==> config.mk <==
export PLATFORM = sky130hd
export DESIGN_NAME = mmio_mirror_ports
export DESIGN_NICKNAME = d
export VERILOG_FILES = /design/src/rtl/mmio_mirror_pkg.sv /design/src/rtl/mmio_decode.sv /design/src/rtl/mmio_out_latch.sv /design/src/rtl/mmio_read_mux.sv /design/src/rtl/mmio_mirror_ports.sv
export SDC_FILE = /design/constraint.sdc
export NUM_CORES = 1
export LEC_CHECK = 0
export CAP_MARGIN = 25
export CELL_PAD_IN_SITES_DETAIL_PLACEMENT = 0
export CELL_PAD_IN_SITES_GLOBAL_PLACEMENT = 2
export CORE_MARGIN = 2
export CORE_UTILIZATION = 17
export CTS_CLUSTER_DIAMETER = 200
export DETAILED_ROUTE_END_ITERATION = 16
export PLACE_DENSITY = 0.82
export SLEW_MARGIN = 20
export SYNTH_ARGS = -nofsm -noshare
export SYNTH_HDL_FRONTEND = slang
export SYNTH_SLANG_ARGS = --single-unit
==> constraint.sdc <==
create_clock -name clk -period 1.7 [get_ports clk]
set_input_delay 0.17 -clock clk [delete_from_list [all_inputs] [get_ports clk]]
set_output_delay 0.17 -clock clk [all_outputs]
set_load 0.02 [all_outputs]
==> src/rtl/mmio_mirror_pkg.sv <==
package mmio_mirror_pkg;
  localparam int ADDR_W  = 16;
  localparam int DATA_W  = 8;
  localparam int TAG_W   = 3;
  localparam logic [TAG_W-1:0] WIN_TAG = 3'b001;
  localparam int NPORTS  = 2;
  localparam int SEL_W   = $clog2(NPORTS);

  typedef struct packed {
    logic [NPORTS-1:0] rd;
    logic [NPORTS-1:0] wr;
  } strobes_t;
endpackage

==> src/rtl/mmio_decode.sv <==
module mmio_decode
  import mmio_mirror_pkg::*;
#(
  parameter int AW = ADDR_W,
  parameter int TW = TAG_W,
  parameter logic [TW-1:0] TAG = WIN_TAG,
  parameter int NP = NPORTS,
  parameter int SW = SEL_W
) (
  input  logic [AW-1:0] addr,
  input  logic          mreq_n,
  input  logic          rd_n,
  input  logic          wr_n,
  output logic          in_win,
  output logic [SW-1:0] sel,
  output logic [NP-1:0] rd_stb,
  output logic [NP-1:0] wr_stb,
  output logic          rom_block
);
  localparam int GUARD_BIT = AW - TW;

  always_comb begin
    in_win    = (addr[AW-1 -: TW] == TAG);
    sel       = addr[SW-1:0];
    rom_block = addr[GUARD_BIT];
  end

  for (genvar p = 0; p < NP; p++) begin : g_stb
    always_comb begin
      rd_stb[p] = in_win && !mreq_n && !rd_n && (sel == SW'(p));
      wr_stb[p] = in_win && !mreq_n && !wr_n && (sel == SW'(p));
    end
  end
endmodule

==> src/rtl/mmio_out_latch.sv <==
module mmio_out_latch #(
  parameter int DW = 8
) (
  input  logic          clk,
  input  logic          rst_n,
  input  logic          load,
  input  logic [DW-1:0] d,
  output logic [DW-1:0] q
);
  always_ff @(posedge clk or negedge rst_n) begin
    if (!rst_n)    q <= '0;
    else if (load) q <= d;
  end
endmodule

==> src/rtl/mmio_read_mux.sv <==
module mmio_read_mux #(
  parameter int DW = 8,
  parameter int NP = 2
) (
  input  logic [NP-1:0][DW-1:0] src,
  input  logic [NP-1:0]         rd_stb,
  output logic [DW-1:0]         dout,
  output logic                  oe
);
  always_comb begin
    dout = '0;
    for (int p = 0; p < NP; p++)
      if (rd_stb[p]) dout = dout | src[p];
    oe = |rd_stb;
  end
endmodule

==> src/rtl/mmio_mirror_ports.sv <==
module mmio_mirror_ports
  import mmio_mirror_pkg::*;
(
  input  logic              clk,
  input  logic              rst_n,
  input  logic [ADDR_W-1:0] addr,
  input  logic [DATA_W-1:0] din,
  output logic [DATA_W-1:0] dout,
  output logic              dout_oe,
  input  logic              mreq_n,
  input  logic              rd_n,
  input  logic              wr_n,
  input  logic [DATA_W-1:0] port_in0,
  input  logic [DATA_W-1:0] port_in1,
  output logic [DATA_W-1:0] port_q0,
  output logic [DATA_W-1:0] port_q1,
  output logic              rom_cs_block
);
  logic              in_win;
  logic [SEL_W-1:0]  sel;
  strobes_t          stb;
  logic [NPORTS-1:0][DATA_W-1:0] q_bank;
  logic [NPORTS-1:0][DATA_W-1:0] in_bank;

  mmio_decode u_dec (
    .addr      (addr),
    .mreq_n    (mreq_n),
    .rd_n      (rd_n),
    .wr_n      (wr_n),
    .in_win    (in_win),
    .sel       (sel),
    .rd_stb    (stb.rd),
    .wr_stb    (stb.wr),
    .rom_block (rom_cs_block)
  );

  for (genvar p = 0; p < NPORTS; p++) begin : g_lat
    mmio_out_latch #(.DW(DATA_W)) u_lat (
      .clk   (clk),
      .rst_n (rst_n),
      .load  (stb.wr[p]),
      .d     (din),
      .q     (q_bank[p])
    );
  end

  assign in_bank[0] = port_in0;
  assign in_bank[1] = port_in1;
  assign port_q0    = q_bank[0];
  assign port_q1    = q_bank[1];

  mmio_read_mux #(.DW(DATA_W), .NP(NPORTS)) u_mux (
    .src    (in_bank),
    .rd_stb (stb.rd),
    .dout   (dout),
    .oe     (dout_oe)
  );
endmodule

==> summary.txt, run 1 <==
Die
  – Die width: 71.0 microns
  – Starting Density: between 15 and 20%
  – # rows: 24
  – Die Area: between 5000 and 6000 sq um
  – Core area: roughly 4300 sq um
  – Die Height: 71.0 microns
  – IO Pins: 71

Timing
  – Max Slew Vio Count: 0
  – Final period utilization: 97.8%
  – Worst slew margin: a little over 80%
  – Setup Viol. Count Final: 0
  – Max frequency: approximately 0.60 GHz
  – Slew of the pin with the lowest slew margin: ~0.27 ns
  – Final hold violation count: 0
  – Final Skew: 0 ns
  – Fin crit period: 1.66 ns
  – RSZ-0062 raised after global routing: no
  – Setup ws final: 0.0377 ns
  – Setup_tns: 0 ns

Yosys
  – Primary FF master, synth: dfrtp_1
  – Async S/R FF share, synth: 100%
  – Post-synth EDFFs: 0
  – Post-synthesis cell type count: 12
  – Dominant cell type by area after synthesis: dfrtp_1
  – Sequential element share of the synthesized area: 52.5%
  – Syn. warnings: 0
  – Post-synth top cells: dfrtp_1 (16), mux2_2 (16), nor2_1 (9), mux2i_1 (8)
  – Post-synthesis instance area: 762 sq um
  – Yosys top cell area share: 52.5%
  – Gate Count Post-Synth: 57
  – #FFs+latches synth: 16
  – Syn_nets: between 100 and 150
  – Synth area leaders: dfrtp_1 (53%), mux2_2 (24%), mux2i_1 (11%)
  – Syn avg cell area: roughly 13 sq um

Clock tree
  – Clk Latency, worst-skew pair: between 0.2 and 0.25 ns
  – Clk slew on worst S/H paths: 0.06 ns
  – CTS Buffer Depth: 2
  – Num CTS Buffers: 3
  – Sink Count: 16
  – CTS H-tree depth: 1
  – TritonCTS clock tree: done
  – Root buf cell: clkbuf_8

Flow run
  – Max Cap Viol: 0

Placement
  – Setup slack at placement: -0.426 ns
  – Final GP Congestion: between 0.8 and 0.9
  – PortBufs: 58
  – HPWL after DPL: about 1.9 mm

Setup path
  – WP data required: 1.53 ns
  – Worst Path Class, Setup: input pin to primary output
  – Critical Path Slowest Stage Cell: clkdlybuf4s50_1
  – Cell Chain, Critical Path: clkdlybuf4s50_1 -> nor4b_4 -> buf_4 -> nand2b_4 -> nor2_1 -> clkdlybuf4s15_2
  – Crit. End Element: primary output
  – Max FO, Critical Path: 5
  – Max stage delay on crit path: 0.44 ns
  – Worst path arrival time: 1.49 ns
  – Setup crit start kind: input pin

Final layout
  – Biggest regs: g_lat.u_lat.q x16
  – Most flop-heavy register: g_lat.u_lat.q
  – Fraction of layout cells with a size suffix above 1: 32.0%
  – Fillers: 445
  – Final Net Count: around 170
  – Register Area: 400 sq um
  – Final Core Density: ~34%
  – # diodes: 0
  – Max reg flops: 16
  – Area growth syn-to-layout: 93.4%
  – Multi-input gate area: 358 sq um

Detailed routing
  – WL per Instance: 13.2 microns
  – Via count: 686
  – Final ANT Viol Nets: 0
  – WL final: 2.29 mm
  – Initial drt markers: 4
  – Drt pass-1 iters: 2
  – Residual DRC count: 0
  – Vias per cell: 3.94

Run status
  – Status: complete, no violations

GRT
  – Initial antenna violation count: 0
  – Vias in the first global route: 714
  – First-pass GRT wire length: 3.42 mm
  – GR Overflow Total: 0
  – Gr usage total: 8.46%
  – Largest net degree at the start of global routing: 17

Hold path
  – Hold Crit Class: input pin to async pin

Power
  – Leak: 0.000668 uW
  – Final Power: 1270 uW
  – Power Dens Cells: roughly 860 nW/um^2
  – Max VDD drop: 0.236 mV
worst paths after layout:
path / from / to / slack [ns] / depth (start not counted)
worst min register to register: g_lat[0].u_lat.q[6] / g_lat[0].u_lat.q[6] / 0.51 / 1
max in group asynchronous: rst_n / g_lat[0].u_lat.q[4] / 1.27 / 2
worst max-delay path: addr[15] / dout[0] / 0.04 / 6
worst min-delay path: rst_n / g_lat[0].u_lat.q[2] / 0.24 / 2
worst max register to register: g_lat[1].u_lat.q[1] / g_lat[1].u_lat.q[1] / 0.93 / 1
min in group clk: g_lat[0].u_lat.q[6] / g_lat[0].u_lat.q[6] / 0.51 / 1
worst max-delay path, delay by kind of cell:
family	cells	cell delay, ns
buf+inv	3	0.88
simple gates	3	0.44
logic make-up (layout without fill, tap and decap cells):
kind of cell           Yosys count  count (layout)  share of synthesized area (%)
DFF                             16              16                           52.5
and+or+nand+nor                 13              14                           10.7
muxes                           24              24                           34.2
buffers and inverters            4              68                           2.63
power by group:
part           switching, uW  internal, uW
Sequential              39.1           455
Combinational            185           264
Clock                    119           205
metal layers:
layer | GRT usage [%] | vias up | share of wire, %
li1 | - | 328 | -
met1 | 8.95 | 320 | 37
met2 | 16.0 | 38 | 52
met3 | 3.42 | 0 | 11
met4 | 1.26 | 0 | 0
met5 | 0 | - | 0
what timing repair did:
action,4_1_cts,5_1_grt
gates cloned,0,1
gates resized for setup,27,7
hold buffers,0,0
buffers inserted,0,1
endpoints found under the setup margin,9,9
placed cells by master (no fill, tap or decap), drive strengths merged:
master	n
nand2b	2
buf	10
dfrtp	16
nor4b	1
mux2	16
nand3b	1
clkbuf	5
clkdlybuf4s15	3
clkdlybuf4s50	49
mux2i	8
inv	1
nor2	9
nand2	1
final cells by class:
| cell class | instances | share of cell area, % |
|---|---|---|
| Inverter | 1 | 0.255 |
| Clock buffer | 4 | 3.74 |
| Sequential cell | 16 | 27.2 |
| Tap cell | 52 | 4.41 |
| Timing Repair Buffer | 63 | 40.2 |
| Multi-Input combinational cell | 38 | 24.3 |
metrics by stage:
step | std cells | hold slack [ns] | instance area (sq um)
floorplan | 57 | -0.126 | 762
global placement | 168 | 0.489 | 1420
detailed placement | 168 | 0.493 | 1420
CTS | 172 | 0.249 | 1490
global route | 174 | 0.258 | 1470
finish | 174 | 0.243 | 1470
(Power assumes the default switching activity.)
==> run 2: changes to the inputs <==
PLACE_DENSITY = 0.9   (was 0.82)
==> summary.txt, run 2 (synthesized netlist as in run 1, its figures left out) <==
Detailed routing
  – Initial drt markers: 23 (was 4)
  – Vias per cell: 4.06 (was 3.94)
  – Via count: 690 (was 686)
  – WL final: 2.15 mm (was 2.29 mm)
  – Final ANT Viol Nets: 0 (unchanged)
  – Residual DRC count: 0 (unchanged)
  – WL per Instance: 12.7 microns (was 13.2 microns)
  – Drt pass-1 iters: 2 (unchanged)

Setup path
  – Critical Path Start: addr[14] (was addr[15])
  – Critical R2R Capture: g_lat[1].u_lat.q[7] (was g_lat[1].u_lat.q[1])
  – R2R depth: 1 (unchanged)
  – Crit. End Element: primary output (unchanged)
  – Critical path's top delay family: buffers and inverters (unchanged)
  – Cell Chain, Critical Path: clkdlybuf4s50_1 -> nor4b_4 -> nand2b_4 -> buf_4 -> inv_1 -> clkbuf_2 (was clkdlybuf4s50_1 -> nor4b_4 -> buf_4 -> nand2b_4 -> nor2_1 -> clkdlybuf4s15_2)
  – R2r startpoint: g_lat[1].u_lat.q[7] (was g_lat[1].u_lat.q[1])
  – WP data required: 1.53 ns (about the same)
  – Max stage delay on crit path: 0.45 ns (was 0.44 ns)
  – Max FO, Critical Path: 9 (was 5)
  – CP bufs+invs: 4 (was 3)
  – Critical Path Slowest Stage Cell: clkdlybuf4s50_1 (unchanged)
  – Setup crit start kind: input pin (unchanged)
  – Worst path arrival time: 1.45 ns (was 1.49 ns)
  – Flop-to-flop setup slack: 0.93 ns (about the same)
  – Worst Path Class, Setup: input pin to primary output (unchanged)

Placement
  – HPWL after DPL: 1.76 mm (was 1.88 mm)
  – Placed Area: 1420 sq um (about the same)
  – PortBufs: 58 (unchanged)
  – Final GP Congestion: 0.766 (was 0.810)

Final layout
  – Biggest regs: g_lat.u_lat.q x16 (unchanged)
  – Most frequent cells in the layout: clkdlybuf4s50_1 (49), mux2_2 (16), dfrtp_1 (16), nor2_1 (9) (was clkdlybuf4s50_1 (49), mux2_2 (16), dfrtp_1 (16), nor2_1 (9), mux2i_1 (8))
  – Most flop-heavy register: g_lat.u_lat.q (unchanged)
  – Max reg flops: 16 (unchanged)
  – Fraction of layout cells with a size suffix above 1: 29.7% (was 32.0%)
  – Final Net Count: 165 (was 168)
  – Final Cell Area: 1430 sq um (was 1470 sq um)
  – Area growth syn-to-layout: 87.7% (was 93.4%)
  – Most common cell after layout, fill and taps aside: clkdlybuf4s50_1 (unchanged)
  – # diodes: 0 (unchanged)

Die
  – IO Pins: 71 (unchanged)
  – # rows: 24 (unchanged)
  – Starting Density: 17.6% (unchanged)
  – Die width: 71.0 microns (unchanged)
  – Die Area: 5030 sq um (unchanged)
  – Core area: 4320 sq um (unchanged)
  – Die Height: 71.0 microns (unchanged)

Clock tree
  – # hold bufs at CTS: 0 (unchanged)
  – TritonCTS clock tree: done (unchanged)
  – Num CTS Buffers: 3 (unchanged)
  – Clk Latency, worst-skew pair: 0.24 ns (about the same)
  – Clk slew on worst S/H paths: 0.06 ns (about the same)
  – Root buf cell: clkbuf_8 (unchanged)
  – Sink Count: 16 (unchanged)
  – CTS Buffer Depth: 2 (unchanged)
  – CTS H-tree depth: 1 (unchanged)

Timing
  – Fin crit period: 1.62 ns (was 1.66 ns)
  – Final period utilization: 95.1% (was 97.8%)
  – Max Slew Vio Count: 0 (unchanged)
  – Final hold violation count: 0 (unchanged)
  – Final Skew: 0 ns (unchanged)
  – Worst slew margin: 53.8% (was 81.9%)
  – Max frequency: 0.618 GHz (was 0.602 GHz)
  – Slew of the pin with the lowest slew margin: 0.691 ns (was 0.271 ns)
  – Setup Viol. Count Final: 0 (unchanged)
  – Setup_tns: 0 ns (unchanged)

GRT
  – First-pass GRT wire length: 3.49 mm (was 3.42 mm)
  – Gr usage total: 8.73% (was 8.46%)
  – Largest net degree at the start of global routing: 17 (unchanged)
  – Vias in the first global route: 709 (was 714)
  – GR Overflow Total: 0 (unchanged)
  – Initial antenna violation count: 0 (unchanged)

Power
  – Leak: 0.000658 uW (was 0.000668 uW)
  – Power Dens Cells: 843 nW/um^2 (was 860 nW/um^2)
  – Max VDD drop: 0.476 mV (was 0.236 mV)

Run status
  – Status: complete, no violations (unchanged)

Hold path
  – Hold Crit Class: input pin to async pin (unchanged)

Flow run
  – Max Cap Viol: 0 (unchanged)
run 2: changes by cell type in the layout (fill, tap and decap cells not counted):
cell / previous run / this run
buf_12: 0 / 1
buf_2: 5 / 8
buf_4: 5 / 2
clkbuf_8: 4 / 3
clkdlybuf4s15_2: 3 / 0
nand2b_2: 1 / 0
run 2: layout make-up:
type                       instances  area, sq um
multi-input combinational         37          349
timing repair buffer              61          571
sequential                        16          400
tap                               52         65.1
fill                             456         2890
inverter                           1         3.75
clock buffer                       3         41.3
run 2: power by group:
part / switching [uW] / internal, uW / leakage (uW)
registers: 38.2 / 456 / 0.000205
logic: 185 / 263 / 0.000432
clock network: 108 / 156 / 0.0000216
run 2: worst max path at each step:
stage	depth (start not counted)	end	slack, ns
3_3_place_gp	5	dout[7]	-0.43
4_1_cts	5	dout[7]	0.0001
5_1_grt	6	dout_oe	-0.0001
2_1_floorplan	4	dout[0]	0.46
6_report	6	dout_oe	0.08
3_5_place_dp	5	dout[7]	-0.44
run 2: repair_timing:
| action | CTS | global route |
|---|---|---|
| setup endpoints to repair | 9 | 9 |
| pin swaps | 1 | 0 |
| resized for setup | 27 | 10 |
| endpoints found under the hold margin | 0 | 0 |
| setup buffers | 0 | 1 |
run 2: layer usage:
| layer | GRT usage (%) | part of all wire (%) | wire (microns) |
|---|---|---|---|
| met3 | 2.56 | 7.5 | 161 |
| met1 | 10.3 | 37 | 806 |
| met4 | 3.35 | 1.6 | 34 |
| met2 | 15.0 | 53 | 1150 |
| met5 | 0 | 0 | 0 |
run 2: stage by stage:
stage          std cells  setup slack, ns  power, uW  hold slack [ns]  util (%)
4_1_cts              169         0.000118       1230            0.373      34.1
5_1_grt              170        -0.000109       1270            0.410      33.1
3_5_place_dp         166           -0.439        953            0.497      32.8
2_1_floorplan         57            0.457        684           -0.126         -
6_report             170           0.0828       1210            0.351      33.1
3_3_place_gp         166           -0.434        941            0.492      32.8
